## config.mk

```make
export PLATFORM = sky130hd
export DESIGN_NAME = nand_hamming_ecc
export DESIGN_NICKNAME = d
export VERILOG_FILES = /design/src/rtl/ecc_pkg.sv /design/src/rtl/ecc_byte_term.sv /design/src/rtl/ecc_chunk_ctr.sv /design/src/rtl/nand_hamming_ecc.sv
export SDC_FILE = /design/constraint.sdc
export NUM_CORES = 1
export LEC_CHECK = 0
export BUFFER_PORTS_ARGS = -buffer_cell sky130_fd_sc_hd__buf_2
export CAP_MARGIN = 20
export CORE_ASPECT_RATIO = 0.7
export CORE_MARGIN = 10
export CORE_UTILIZATION = 49
export DETAILED_ROUTE_END_ITERATION = 8
export PLACE_DENSITY = 0.79
export SLEW_MARGIN = 25
export SYNTH_ARGS = -nofsm -noshare
export SYNTH_HDL_FRONTEND = slang
export SYNTH_SLANG_ARGS = --single-unit
```

## constraint.sdc

```tcl
create_clock -name clk -period 2.9 [get_ports clk]
set_input_delay 0.58 -clock clk [delete_from_list [all_inputs] [get_ports clk]]
set_output_delay 0.58 -clock clk [all_outputs]
set_load 0.1 [all_outputs]
```

## src/rtl/ecc_pkg.sv

```systemverilog
package ecc_pkg;
  localparam int unsigned BYTE_W   = 8;
  localparam int unsigned BITIDX_W = 3;
  localparam int unsigned HALF_OFS = 16;

  typedef enum logic {
    BUS_X8  = 1'b0,
    BUS_X16 = 1'b1
  } bus_mode_e;
endpackage

```

## src/rtl/ecc_byte_term.sv

```systemverilog
module ecc_byte_term #(
  parameter int unsigned ADDR_W = 9,
  localparam int unsigned NPAR  = ADDR_W + ecc_pkg::BITIDX_W
) (
  input  logic                      use_i,
  input  logic [ecc_pkg::BYTE_W-1:0] data_i,
  input  logic [ADDR_W-1:0]         offs_i,
  output logic [NPAR-1:0]           hi_o,
  output logic [NPAR-1:0]           lo_o
);
  localparam int unsigned BI = ecc_pkg::BITIDX_W;

  logic byte_par;
  assign byte_par = use_i & (^data_i);

  // column parities: split by bit position inside the byte
  always_comb begin
    for (int k = 0; k < BI; k++) begin
      hi_o[k] = 1'b0;
      lo_o[k] = 1'b0;
      for (int j = 0; j < ecc_pkg::BYTE_W; j++) begin
        if (((j >> k) & 1) == 1) hi_o[k] = hi_o[k] ^ (use_i & data_i[j]);
        else                     lo_o[k] = lo_o[k] ^ (use_i & data_i[j]);
      end
    end
  end

  // row parities: the whole byte goes to one side per offset bit
  for (genvar g = 0; g < ADDR_W; g++) begin : g_row
    assign hi_o[BI+g] = byte_par &  offs_i[g];
    assign lo_o[BI+g] = byte_par & ~offs_i[g];
  end
endmodule

```

## src/rtl/ecc_chunk_ctr.sv

```systemverilog
module ecc_chunk_ctr #(
  parameter int unsigned CHUNK_BYTES = 512,
  localparam int unsigned ADDR_W = $clog2(CHUNK_BYTES),
  localparam int unsigned CNT_W  = ADDR_W + 1
) (
  input  logic              clk,
  input  logic              rst_n,
  input  logic              clr_i,
  input  logic              take_i,
  input  logic              two_i,
  output logic [ADDR_W-1:0] offs_o,
  output logic              last_o,
  output logic              done_o
);
  logic [CNT_W-1:0] cnt_q, cnt_d;
  logic             done_d;

  assign offs_o = cnt_q[ADDR_W-1:0];
  assign last_o = (cnt_q == CNT_W'(CHUNK_BYTES - 1));

  always_comb begin
    cnt_d = cnt_q;
    if (clr_i)       cnt_d = '0;
    else if (take_i) cnt_d = cnt_q + (two_i ? CNT_W'(2) : CNT_W'(1));
    done_d = (cnt_d == CNT_W'(CHUNK_BYTES));
  end

  always_ff @(posedge clk or negedge rst_n) begin
    if (!rst_n) begin
      cnt_q  <= '0;
      done_o <= 1'b0;
    end else if (clr_i || take_i) begin
      cnt_q  <= cnt_d;
      done_o <= done_d;
    end
  end

  // done only rises from absorbed data
  a_r6_done_from_data: assert property (@(posedge clk) disable iff (!rst_n)
    $rose(done_o) |-> $past(take_i));
  // offset never passes the chunk end
  a_r6_cnt_bound: assert property (@(posedge clk) disable iff (!rst_n)
    cnt_q <= CNT_W'(CHUNK_BYTES));
endmodule

```

## src/rtl/nand_hamming_ecc.sv

```systemverilog
module nand_hamming_ecc #(
  parameter int unsigned CHUNK_BYTES = 512,
  localparam int unsigned ADDR_W = $clog2(CHUNK_BYTES),
  localparam int unsigned NPAR   = ADDR_W + ecc_pkg::BITIDX_W
) (
  input  logic        clk,
  input  logic        rst_n,
  input  logic        eng_en,
  input  logic        bus16,
  input  logic        clr,
  input  logic        strb,
  input  logic [15:0] din,
  output logic        done,
  output logic [31:0] result,
  output logic [23:0] spare_bytes
);
  import ecc_pkg::*;

  localparam int unsigned PAD = HALF_OFS - NPAR;

  bus_mode_e        mode;
  logic             take, two, last;
  logic [ADDR_W-1:0] offs;
  logic [NPAR-1:0]  hi_q, lo_q, hi_d, lo_d;
  logic [NPAR-1:0]  hi0, lo0, hi1, lo1;

  assign mode = bus_mode_e'(bus16);
  assign take = eng_en & strb & ~done & ~clr;
  assign two  = (mode == BUS_X16) & ~last;

  ecc_chunk_ctr #(.CHUNK_BYTES(CHUNK_BYTES)) i_ctr (
    .clk(clk), .rst_n(rst_n), .clr_i(clr), .take_i(take), .two_i(two),
    .offs_o(offs), .last_o(last), .done_o(done)
  );

  ecc_byte_term #(.ADDR_W(ADDR_W)) i_term_lo (
    .use_i(take), .data_i(din[7:0]), .offs_i(offs), .hi_o(hi0), .lo_o(lo0)
  );

  ecc_byte_term #(.ADDR_W(ADDR_W)) i_term_hi (
    .use_i(take & two), .data_i(din[15:8]), .offs_i(offs + ADDR_W'(1)),
    .hi_o(hi1), .lo_o(lo1)
  );

  always_comb begin
    hi_d = hi_q;
    lo_d = lo_q;
    if (clr) begin
      hi_d = '0;
      lo_d = '0;
    end else if (take) begin
      hi_d = hi_q ^ hi0 ^ hi1;
      lo_d = lo_q ^ lo0 ^ lo1;
    end
  end

  always_ff @(posedge clk or negedge rst_n) begin
    if (!rst_n) begin
      hi_q <= '0;
      lo_q <= '0;
    end else if (clr || take) begin
      hi_q <= hi_d;
      lo_q <= lo_d;
    end
  end

  assign result      = {{PAD{1'b0}}, hi_q, {PAD{1'b0}}, lo_q};
  assign spare_bytes = {result[27:24], result[11:8], result[23:16], result[7:0]};

  // clear empties the code and the done flag
  a_r7_clear_zero: assert property (@(posedge clk) disable iff (!rst_n)
    clr |=> (result == 32'd0) && !done);
  // idle engine holds its code
  a_r8_idle_hold: assert property (@(posedge clk) disable iff (!rst_n)
    (!eng_en && !clr) |=> $stable(result));
  // finished chunk is frozen
  a_r6_done_hold: assert property (@(posedge clk) disable iff (!rst_n)
    (done && !clr) |=> done && $stable(result));
endmodule

```

==> out/qor.csv <==
stage,metric,value,unit
power,combinational power share,54.3,%
worst_hold_path,Hold WC Path Type,in2async,
detailed_routing,DR WL met2,3.86,mm
clock_tree,clock slew at reported path FFs,0.08,ns
timing,period utilisation layout,99.6,%
power,Final Total Pwr,2.17,mW
clock_tree,clock sink total,35,
floorplan,Die Ht,85.9,um
timing,Max-slew headroom,46.1,%
timing,Max Slew Vio Count,0,
synthesis,Mapped Area,3040,um2
clock_tree,H-tree Lvls,2,
timing,Hold Slack,0.376,ns
detailed_routing,vias per cell,5.77,
critical_path,Slowest Stage Delay on Critical Path,0.54,ns
cells_and_area,share of cells above drive strength 1,30.7,%
critical_path,Worst path slowest cell,or4_1,
critical_path,worst path arrival time,3.10,ns
cells_and_area,final cell count without fillers,499,
clock_tree,maximum root-to-sink buffer count,2,
placed_design,pre-CTS WS,-0.0477,ns
power,Pwr per Cell Area,605,nW/um2
clock_tree,CTS tree,done,
timing,final setup vio count,0,
global_route,GRT Util Overall,16.5,%
timing,"Hold Vio Cnt, Final",0,
synthesis,"FF+latch count, synth",35,
synthesis,YS warnings,0,
floorplan,area of the die,9800,um2
detailed_routing,WL met3,1.12,mm
synthesis,Post-synth EDFFs,0,
critical_path,Critical path buffers and inverters,0,
clock_tree,root buffer cell,clkbuf_8,
synthesis,Synth Flop Type,dfrtp_1,
synthesis,register area share after synthesis,28.8,%
power,Leak,1.63,nW
cells_and_area,P&R area growth vs syn,18.3,%
detailed_routing,Initial DRC Count,302,
critical_path,"CP delay by family, top",simple AND/OR/NAND/NOR gates,
clock_tree,Post-CTS Hold Fix Bufs,0,
cells_and_area,Final #Nets,450,
floorplan,Die X,114,um
synthesis,top-area cell type share of the netlist area,28.8,%
detailed_routing,top layer in use,met4,
detailed_routing,residual DRC count,0,
detailed_routing,DRT Wirelength,8.73,mm
global_route,largest net degree at the start of global routing,36,
power,Clk pwr share,19.8,%
clock_tree,TritonCTS Buffers,5,
floorplan,Ports,79,
synthesis,mean area per synthesized cell,8.37,um2
critical_path,CP max FO,5,
cells_and_area,diodes inserted,0,
synthesis,ys async rst share,100,%
timing,fmax,346,MHz
critical_path,crit path cell chain,"ha_4, nand2_4, o41ai_4, ha_2, fa_2, and3_4, nand3_2, xor2_1, nor2_1, or4_1, o22ai_1",
power,sw frac,51.5,%
detailed_routing,routed vias,2878,
global_route,vias in the first global route,2719,
placed_design,placed cells,483,
flow_run,Max Cap Violations,0,
synthesis,Netlist cell types,47,
timing,RSZ-0062 raised after global routing,yes,
synthesis,synth cell count leaders,"47 x nor2_1, 38 x xnor2_1, 35 x dfrtp_1",
power,internal power,1.05,mW
outcome,status,"complete, no violations",
critical_path,Setup crit end kind,flop,
cells_and_area,# fillers,529,
floorplan,Core Region,5870,um2
clock_tree,latest clock arrival within the worst-skew pair,0.29,ns
critical_path,CP Class,reg2reg,
synthesis,top-count cell post-synth,nor2_1,
placed_design,IO Port Bufs,70,
synthesis,Synth area leader,dfrtp_1,
detailed_routing,Final ANT Viol Nets,0,
detailed_routing,Routed wire per std cell,17.5,um
placed_design,DP HPWL,6.41,mm
power,NetSw,1.12,mW
power,VDD IR max,0.357,mV
global_route,first-pass GRT wire length,13.3,mm
timing,Final Critical Period,2.89,ns
synthesis,Post-Synthesis Cells,363,
critical_path,CP Launch Type,flop,
floorplan,initial core utilization,51.7,%
global_route,global route overflow,0,
global_route,initial antenna violation count,0,
detailed_routing,M1 WL,3.54,mm
timing,Setup Skew,0.0120,ns
critical_path,critical path required time,3.11,ns
placed_design,Routability Congestion,0.952,
power,Seq pwr share,25.9,%
floorplan,std cell rows,23,
synthesis,Synth area leaders,"dfrtp_1 29%, xnor2_1 11%, buf_4 8.2%, nor2_1 5.8%, xor2_1 5.2%",
timing,worst setup margin,0.0128,ns
timing,slew of the pin with the lowest slew margin,0.808,ns
detailed_routing,number of detailed-route iterations in the first pass,5,
layer usage:
layer	GRT usage [%]	vias up
li1	-	1338
met5	0	-
met1	21.2	1320
met3	5.78	34
met2	25.6	186
met4	4.43	0
flip-flops by register name, summed over array words and instances (netlist names):
signal / count
hi_q: 12
lo_q: 12
i_ctr.cnt_q: 10
i_ctr.done_o: 1
final timing paths:
check                          startpoint              to  slack (ns)  cells past startpoint
min                                 rst_n        lo_q[10]        0.38                      1
min in group clk                  lo_q[9]         lo_q[9]        0.49                      1
min reg2reg                       lo_q[9]         lo_q[9]        0.49                      1
max                        i_ctr.cnt_q[1]    i_ctr.done_o        0.01                     11
max reg2reg                i_ctr.cnt_q[1]    i_ctr.done_o        0.01                     11
max in group asynchronous           rst_n  i_ctr.cnt_q[9]        2.01                      1
cells in the final DEF (no fill, tap or decap), types with 3 or more instances in the layout:
cell       instances
or3_1             12
xor2_1            18
buf_4             28
conb_1             8
clkbuf_8           5
nor4b_1            4
nor4_1             8
xnor2_1           38
nand2_1           22
nor2_1            47
buf_2             70
nor3_1             8
a21oi_1           15
o21ai_0           18
o22ai_1            5
dfrtp_1           35
nand3_1            8
o211ai_1           9
xnor2_2            7
a2111oi_0          3
nand4_1            5
nand2b_1          10
a31oi_1            3
final cells by class:
| type | count | area, um2 | share of cell area [%] |
|---|---|---|---|
| inverter | 3 | 11.3 | 0.314 |
| multi-input combinational | 280 | 1930 | 53.7 |
| clock buffer | 6 | 72.6 | 2.02 |
| clock inverter | 1 | 30.0 | 0.836 |
| timing repair buffer | 99 | 581 | 16.2 |
| sequential | 35 | 876 | 24.4 |
| tap | 75 | 93.8 | 2.61 |
cell families after synthesis:
family,after synthesis,share of synthesized area [%]
adders and majority gates,4,1.90
DFF,35,28.8
AOI/OAI and AO/OA,62,13.0
other,1,0.123
muxes,3,1.03
xor gates and xnor gates,65,21.3
and+or+nand+nor,138,22.6
buffers and inverters,55,11.2
power groups by stage:
stage / Combinational [mW] / Sequential, mW / Clock, mW
global placement: 1.14 / 0.567 / 0
global route: 1.23 / 0.569 / 0.459
detailed placement: 1.15 / 0.570 / 0
finish: 1.18 / 0.562 / 0.431
CTS: 1.15 / 0.561 / 0.438
floorplan: 0.725 / 0.820 / 0
through the flow:
step | cell area [um2] | utilization (%) | TNS [ns]
floorplan | 3070 | - | 0
global placement | 3340 | 57.0 | 0
detailed placement | 3340 | 57.0 | -0.0477
CTS | 3450 | 58.7 | 0
global route | 3590 | 61.2 | -0.120
finish | 3590 | 61.2 | 0
what timing repair did:
action,in CTS,in global routing
gates cloned,0,0
resized for setup,1,14
endpoints found under the setup margin,1,1
pin swaps,0,11
endpoints found under the hold margin,0,0
buffers inserted,0,9
No activity file was read; power rests on OpenSTA's default activity.
